**config.mk**
```make
export PLATFORM = sky130hd
export DESIGN_NAME = cond_flag_unit
export DESIGN_NICKNAME = d
export VERILOG_FILES = /design/src/rtl/cfg_pkg.sv /design/src/rtl/cfg_nzcv_calc.sv /design/src/rtl/cfg_q_track.sv /design/src/rtl/cond_flag_unit.sv
export SDC_FILE = /design/constraint.sdc
export NUM_CORES = 1
export LEC_CHECK = 0
export ABC_AREA = 1
export BUFFER_PORTS_ARGS = -buffer_cell sky130_fd_sc_hd__clkbuf_2
export CAP_MARGIN = 10
export CORE_MARGIN = 1.5
export CORE_UTILIZATION = 35
export CTS_CLUSTER_DIAMETER = 60
export CTS_CLUSTER_SIZE = 14
export DETAILED_ROUTE_END_ITERATION = 6
export PLACE_DENSITY = 0.79
export SETUP_SLACK_MARGIN = 0.4
export SKIP_LAST_GASP = 1
export SLEW_MARGIN = 10
export SYNTH_ARGS = -nofsm -noshare
export SYNTH_HDL_FRONTEND = slang
export SYNTH_SLANG_ARGS = --single-unit
```
**constraint.sdc**
```tcl
create_clock -name clk -period 1 [get_ports clk]
set_clock_uncertainty 0.2 [all_clocks]
set_input_delay 0.15 -clock clk [delete_from_list [all_inputs] [get_ports clk]]
set_output_delay 0.15 -clock clk [all_outputs]
set_load 0.1 [all_outputs]
```
**src/rtl/cfg_pkg.sv**
```systemverilog
package cfg_pkg;

  typedef enum logic [1:0] {
    OPC_ADD   = 2'b00,
    OPC_SUB   = 2'b01,
    OPC_LOGSH = 2'b10,
    OPC_LOGPL = 2'b11
  } opc_e;

  typedef struct packed {
    logic n;
    logic z;
    logic c;
    logic v;
    logic q;
  } flags_t;

  // signed overflow of a+b, judged from sign bits only
  function automatic logic add_ovf(input logic sa, input logic sb, input logic sr);
    return (sa == sb) && (sr != sa);
  endfunction

  // signed overflow of a-b, judged from sign bits only
  function automatic logic sub_ovf(input logic sa, input logic sb, input logic sr);
    return (sa != sb) && (sr != sa);
  endfunction

  // carry selection per operation class
  function automatic logic pick_carry(input opc_e opc, input logic alu_c,
                                      input logic sh_c, input logic old_c);
    case (opc)
      OPC_ADD:   return alu_c;
      OPC_SUB:   return ~alu_c;
      OPC_LOGSH: return sh_c;
      default:   return old_c;
    endcase
  endfunction

endpackage

```
**src/rtl/cfg_nzcv_calc.sv**
```systemverilog
module cfg_nzcv_calc
  import cfg_pkg::*;
#(
  parameter int DW = 32
) (
  input  logic [DW-1:0] res,
  input  logic          a_sign,
  input  logic          b_sign,
  input  logic          alu_c,
  input  logic          sh_c,
  input  logic [1:0]    opc_raw,
  input  logic          cur_c,
  input  logic          cur_v,
  output logic          n_nxt,
  output logic          z_nxt,
  output logic          c_nxt,
  output logic          v_nxt,
  output logic          add_ovf_ev,
  output logic          sub_ovf_ev
);
  localparam int MSB = DW - 1;

  opc_e opc;
  assign opc = opc_e'(opc_raw);

  assign n_nxt      = res[MSB];
  assign z_nxt      = ~|res;
  assign add_ovf_ev = add_ovf(a_sign, b_sign, res[MSB]);
  assign sub_ovf_ev = sub_ovf(a_sign, b_sign, res[MSB]);
  assign c_nxt      = pick_carry(opc, alu_c, sh_c, cur_c);

  always_comb begin
    case (opc)
      OPC_ADD: v_nxt = add_ovf_ev;
      OPC_SUB: v_nxt = sub_ovf_ev;
      default: v_nxt = cur_v;
    endcase
  end
endmodule

```
**src/rtl/cfg_q_track.sv**
```systemverilog
module cfg_q_track (
  input  logic clk,
  input  logic rst_n,
  input  logic upd_en,
  input  logic sat_evt,
  input  logic wr_en,
  input  logic wr_q,
  output logic q_o,
  output logic q_set_ev
);
  logic q_d;

  assign q_set_ev = upd_en & sat_evt & ~wr_en;

  always_comb begin
    if (wr_en)         q_d = wr_q;
    else if (q_set_ev) q_d = 1'b1;
    else               q_d = q_o;
  end

  always_ff @(posedge clk or negedge rst_n) begin
    if (!rst_n) q_o <= 1'b0;
    else        q_o <= q_d;
  end
endmodule

```
**src/rtl/cond_flag_unit.sv**
```systemverilog
module cond_flag_unit
  import cfg_pkg::*;
#(
  parameter int DW = 32
) (
  input  logic          clk,
  input  logic          rst_n,
  input  logic [DW-1:0] result,
  input  logic          op_a_sign,
  input  logic          op_b_sign,
  input  logic          alu_cout,
  input  logic          shift_cout,
  input  logic [1:0]    op_class,
  input  logic          sat_evt,
  input  logic          upd_en,
  input  logic          st_wr_en,
  input  logic [4:0]    st_wr_val,
  output logic [4:0]    flags_o
);
  flags_t fl_q;
  logic   n_w, z_w, c_w, v_w;
  logic   add_ovf_w, sub_ovf_w;
  logic   q_w, q_set_w;
  logic   take_upd;
  logic [3:0] nzcv_q, nzcv_d;

  assign take_upd = upd_en & ~st_wr_en;

  cfg_nzcv_calc #(.DW(DW)) u_calc (
    .res        (result),
    .a_sign     (op_a_sign),
    .b_sign     (op_b_sign),
    .alu_c      (alu_cout),
    .sh_c       (shift_cout),
    .opc_raw    (op_class),
    .cur_c      (nzcv_q[1]),
    .cur_v      (nzcv_q[0]),
    .n_nxt      (n_w),
    .z_nxt      (z_w),
    .c_nxt      (c_w),
    .v_nxt      (v_w),
    .add_ovf_ev (add_ovf_w),
    .sub_ovf_ev (sub_ovf_w)
  );

  cfg_q_track u_q (
    .clk      (clk),
    .rst_n    (rst_n),
    .upd_en   (upd_en),
    .sat_evt  (sat_evt),
    .wr_en    (st_wr_en),
    .wr_q     (st_wr_val[0]),
    .q_o      (q_w),
    .q_set_ev (q_set_w)
  );

  always_comb begin
    if (st_wr_en)      nzcv_d = st_wr_val[4:1];
    else if (take_upd) nzcv_d = {n_w, z_w, c_w, v_w};
    else               nzcv_d = nzcv_q;
  end

  always_ff @(posedge clk or negedge rst_n) begin
    if (!rst_n) nzcv_q <= 4'b0000;
    else        nzcv_q <= nzcv_d;
  end

  assign fl_q    = flags_t'({nzcv_q, q_w});
  assign flags_o = fl_q;
endmodule

```
==> After elaboration in Yosys (flattened, before gate mapping) <==
Cells that the tools add are included.
{ "totals": {"regBits": 5, "inputBits": 48, "output_inout_bits": 5} }
{ "classes": {"eq_ne": 5, "muxes": 6, "n_bitwise": 5, "reduce_logical": 11} }
{ "op_table": {"columns": ["op", "n"], "rows": [
  ["$reduce_or A32 Y1", 1],
  ["$mux W4", 2],
  ["$reduce_and A2 Y1", 2],
  ["$reduce_bool A2 Y1", 2],
  ["$reduce_bool A4 Y1", 1],
  ["$and A1 B1 Y1", 3],
  ["$pmux W1 S3", 1],
  ["$reduce_bool A3 Y1", 1],
  ["$eq A2 B1 Y1 const B", 1],
  ["$eq A2 B2 Y1 const B", 1],
  ["$logic_and A1 B1 Y1", 2],
  ["$logic_not A2 Y1", 1],
  ["$mux W1", 2],
  ["$ne A1 B1 Y1", 2],
  ["$not A1 Y1", 2],
  ["$pmux W1 S2", 1],
  ["$eq A1 B1 Y1", 1],
  ["$logic_not A1 Y1", 1]
]} }

==> Depth between registers and ports, before layout <==
{ "depth": {"depth_word": 5, "mapped_depth": 8} }

==> Cells and area by module <==
A second synthesis with hierarchy kept.
{ "hier_totals": {"cells_unflattened": 93, "area_unflattened_um2": 488.0} }
{ "by_module_without_submodules": {"columns": ["mod", "instances", "cells_per_inst", "area_per_inst_um2"], "rows": [
  ["cfg_nzcv_calc", 1, 60, 242.7],
  ["cond_flag_unit", 1, 23, 185.2],
  ["cfg_q_track", 1, 10, 60.1]
]} }

==> Worst setup path before layout <==
Ideal clock, no wire load.
{ "synth_timing": {"path_kind": "register to register", "start": "register, netlist name nzcv_q[2]", "end": "register nzcv_q[2]", "setup_ns": 0.078, "arrival_ns": 1.206, "required_time_ns": 0.722, "slack_ns": -0.484, "stages_incl_launch_ff": 4, "path_buffers": 0, "synth_period_minus_slack_ns": 1.484, "cell_sequence": "dfrtp_1 > nand3_1 > nand2_1 > o21bai_1"} }
{ "synth_lines": {"columns": ["element", "line_no", "rtl"], "rows": [
  ["to (signal assigned)", "cond_flag_unit.sv:65", "else nzcv_q <= nzcv_d;"],
  ["to (decl)", "cond_flag_unit.sv:25", "logic [3:0] nzcv_q, nzcv_d;"]
]} }

==> Final worst setup path <==
{ "layout_timing": {"start": "register nzcv_q[3]", "end": "output port flags_o[4]"} }
{ "layout_lines": {"columns": ["element", "line_no", "rtl"], "rows": [
  ["to (decl)", "cond_flag_unit.sv:18", "output logic [4:0] flags_o"]
]} }
No word-level cell between the ends.

==> results.sh <==
export IMPL_fin_cells=164
export IMPL_grt_max_degree=7
export IMPL_gr_usage_all_layers=0.201
export IMPL_clk_pin_slew_ns=0.04
export IMPL_rsz0062_at_grt="yes"
export IMPL_yosys_area_top_type_share=0.233
export IMPL_syn_avg_cell_area_um2=6.03
export IMPL_grt_pass1_vias=744
export IMPL_syn_num_nets=140
export IMPL_cp_data_required_time_ns=0.65
export IMPL_synth_edf_count=0
export IMPL_netlist_top_cells_count="nor2_1, nand2_1, inv_1"
export IMPL_powerDensity_nw_per_um2=1030
export IMPL_finalPower_uw=1110
export IMPL_port_buffers=52
export IMPL_vdd_drop_max_v=0.000475
export IMPL_rrSetupSlack_ns=-0.19
export IMPL_first_pass_iters=4
export IMPL_grt_first_pass_wirelength_um=2770
export IMPL_use_met3=0.0302
export IMPL_globalplace_congestion=0.748
export IMPL_die_h_um=42.2
export IMPL_syn_area_um2=537
export IMPL_clock_sink_count=5
export IMPL_core_area_um2=1370
export IMPL_endpoint_kind="primary output"
export IMPL_ys_seq_elements=5
export IMPL_cp_start_kind="register"
export IMPL_antenna_found_initial=0
export IMPL_fp_dieArea_um2=1780
export IMPL_cp_buffers_inverters=1
export IMPL_busiest_layer="met2"
export IMPL_async_flop_share=1.00
export IMPL_worst_slack_ns=-0.266
export IMPL_yosys_warnings=0
export IMPL_clk_latency_ns=0.24
export IMPL_startpoint="nzcv_q[3]"
export IMPL_hold_path_class="in -> async"
export IMPL_netlist_instances=89
export IMPL_htree_levels=1
export IMPL_num_vias=729
export IMPL_crit_chain="buf_12"
export IMPL_worst_pin_slew_ns=0.159
export IMPL_relSlewSlack=0.893
export IMPL_yosysUniqueCellTypes=19
export IMPL_die_x_um=42.2
export IMPL_synth_most_common_cell="nor2_1"
export IMPL_met1_usage=0.190
export IMPL_r2r_start="nzcv_q[2]"
export IMPL_critPathKind="reg -> out"
export IMPL_cp_endpoint="flags_o[4]"
export IMPL_max_cap_violations=0
export IMPL_wl_per_cell_um=9.35
export IMPL_synth_area_leader_cell="dfrtp_1"
export IMPL_grt_overflow=0
export IMPL_io_pins=53
export IMPL_placementRows=13
export IMPL_timing_rr_end="nzcv_q[2]"
export IMPL_critPathTopFamily="flip-flops"
export IMPL_synth_area_top_cells="dfrtp_1, nor2_1, nand2_1, ha_1, inv_1"
export IMPL_finalCritPeriodShare=1.27
export IMPL_worstSetupPathDepth=1
export IMPL_ys_seq_area_frac=0.233
export IMPL_antennaDiodeCount=0
export IMPL_max_freq_mhz=790
export IMPL_violations="negative hold slack, negative setup slack"
export IMPL_cts_tree="done"
export IMPL_ff2ff_path_depth=4
export IMPL_clk_path_buf_depth=2
export IMPL_hold_violations=8
export IMPL_start_util=0.393
export IMPL_synth_ff_type="dfrtp_1"
export IMPL_finalSetupViolCount=8
export IMPL_syn_to_final_growth_pct=99.3
export IMPL_slew_violations=0
export IMPL_crit_path_max_fanout=2
export IMPL_pre_cts_slack_ns=-0.335
export IMPL_whs_ns=-0.484
export IMPL_period_needed_ns=1.27
export IMPL_arrival_ns=0.92
export IMPL_leakagePower_uw=0.000575
export IMPL_via_per_inst=4.45
export IMPL_drive_gt1_frac=0.557
export IMPL_outcome="finished with violations"
export IMPL_first_iter_violations=8
export IMPL_final_antenna_net_count=0
export IMPL_dp_hpwl_um=1240
export IMPL_post_route_drc_count=0
export IMPL_cp_slowest_cell="dfrtp_4"
export IMPL_nets=201
export IMPL_gr_usage_met2=0.397
export IMPL_max_stage_delay_ns=0.50
export IMPL_root_buffer="clkbuf_4"
export IMPL_wl_um=1530
export IMPL_dp_cells=155
export IMPL_cts_buffers=3
## layout make-up
cell class              count  area, µm²
repair buffers             59        432
clock buffers               4       26.3
flip-flops and latches      5        133
fillers                   105        297
inverters                   9       56.3
well taps                  15       18.8
multi-input cells          72        404
## registers in the layout, indices dropped and copies added (netlist names)
signal	count
nzcv_q	4
u_q.q_o	1
## worst register-to-register path, delay by kind of cell (launching register included)
kind                   cells  cell delay, ns
buffers and inverters      1            0.15
AND/OR/NAND/NOR            2            0.10
AO/OA/AOI/OAI              1            0.14
flip-flops                 1            0.48
## report_power, final
part / leakage (µW) / internal, µW / switching, µW
sequential: 0.0000572 / 231 / 29.7
combinational: 0.000503 / 282 / 326
clock: 0.0000150 / 151 / 85.5
total: 0.000575 / 664 / 441
## routing by layer
layer | vias up | part of all wire
met5 | - | 0
met4 | 0 | 0.014
met3 | 2 | 0.050
met2 | 29 | 0.59
met1 | 310 | 0.35
li1 | 388 | -
## how the worst min path moves through the flow
stage | to | slack, ns | cells past startpoint
after floorplan | nzcv_q[0] | -0.35 | 0
after global routing | nzcv_q[2] | -0.49 | 1
final | nzcv_q[2] | -0.48 | 1
after detailed placement | nzcv_q[2] | -0.23 | 1
after CTS | nzcv_q[2] | -0.48 | 1
after global placement | u_q.q_o | -0.23 | 1
## cells in the final DEF, fill, tap and decap left out, types with 2 or more instances in the layout
master     n
a21oi_1    2
buf_12     5
buf_4      3
buf_6      4
clkbuf_2  45
clkbuf_4   3
dfrtp_1    3
dfrtp_4    2
ha_4       2
inv_1      5
inv_6      2
nand2_1   20
nand2_2    4
nand2_4    2
nand3_1    4
nor2_1    25
nor2_2     3
nor2_4     2
o21ai_0    2
## what timing repair did
| item | 4_1_cts | 5_1_grt |
|---|---|---|
| setup buffers | 3 | 2 |
| hold endpoints to repair | 8 | 7 |
| pin swaps | 7 | 1 |
| gates resized for setup | 8 | 8 |
| setup endpoints to repair | 10 | 10 |
## metrics by stage
stage	TNS (ns)	util	area (µm²)	hold WS, ns
floorplan	-0.366	-	614	-0.346
global placement	-0.608	0.687	938	-0.231
detailed placement	-0.664	0.687	938	-0.226
CTS	-1.23	0.751	1030	-0.485
global route	-1.58	0.783	1070	-0.488
finish	-1.33	0.783	1070	-0.484
## cell families (layout without fill, tap and decap cells)
group	after synthesis	count (layout)	share of synthesized area
simple gates	61	61	0.489
compound gates	6	6	0.0606
buf+inv	12	72	0.114
xor+xnor	2	2	0.0326
fa+ha+maj	3	3	0.0699
flops	5	5	0.233
No activity file was read; power rests on OpenSTA's default activity.
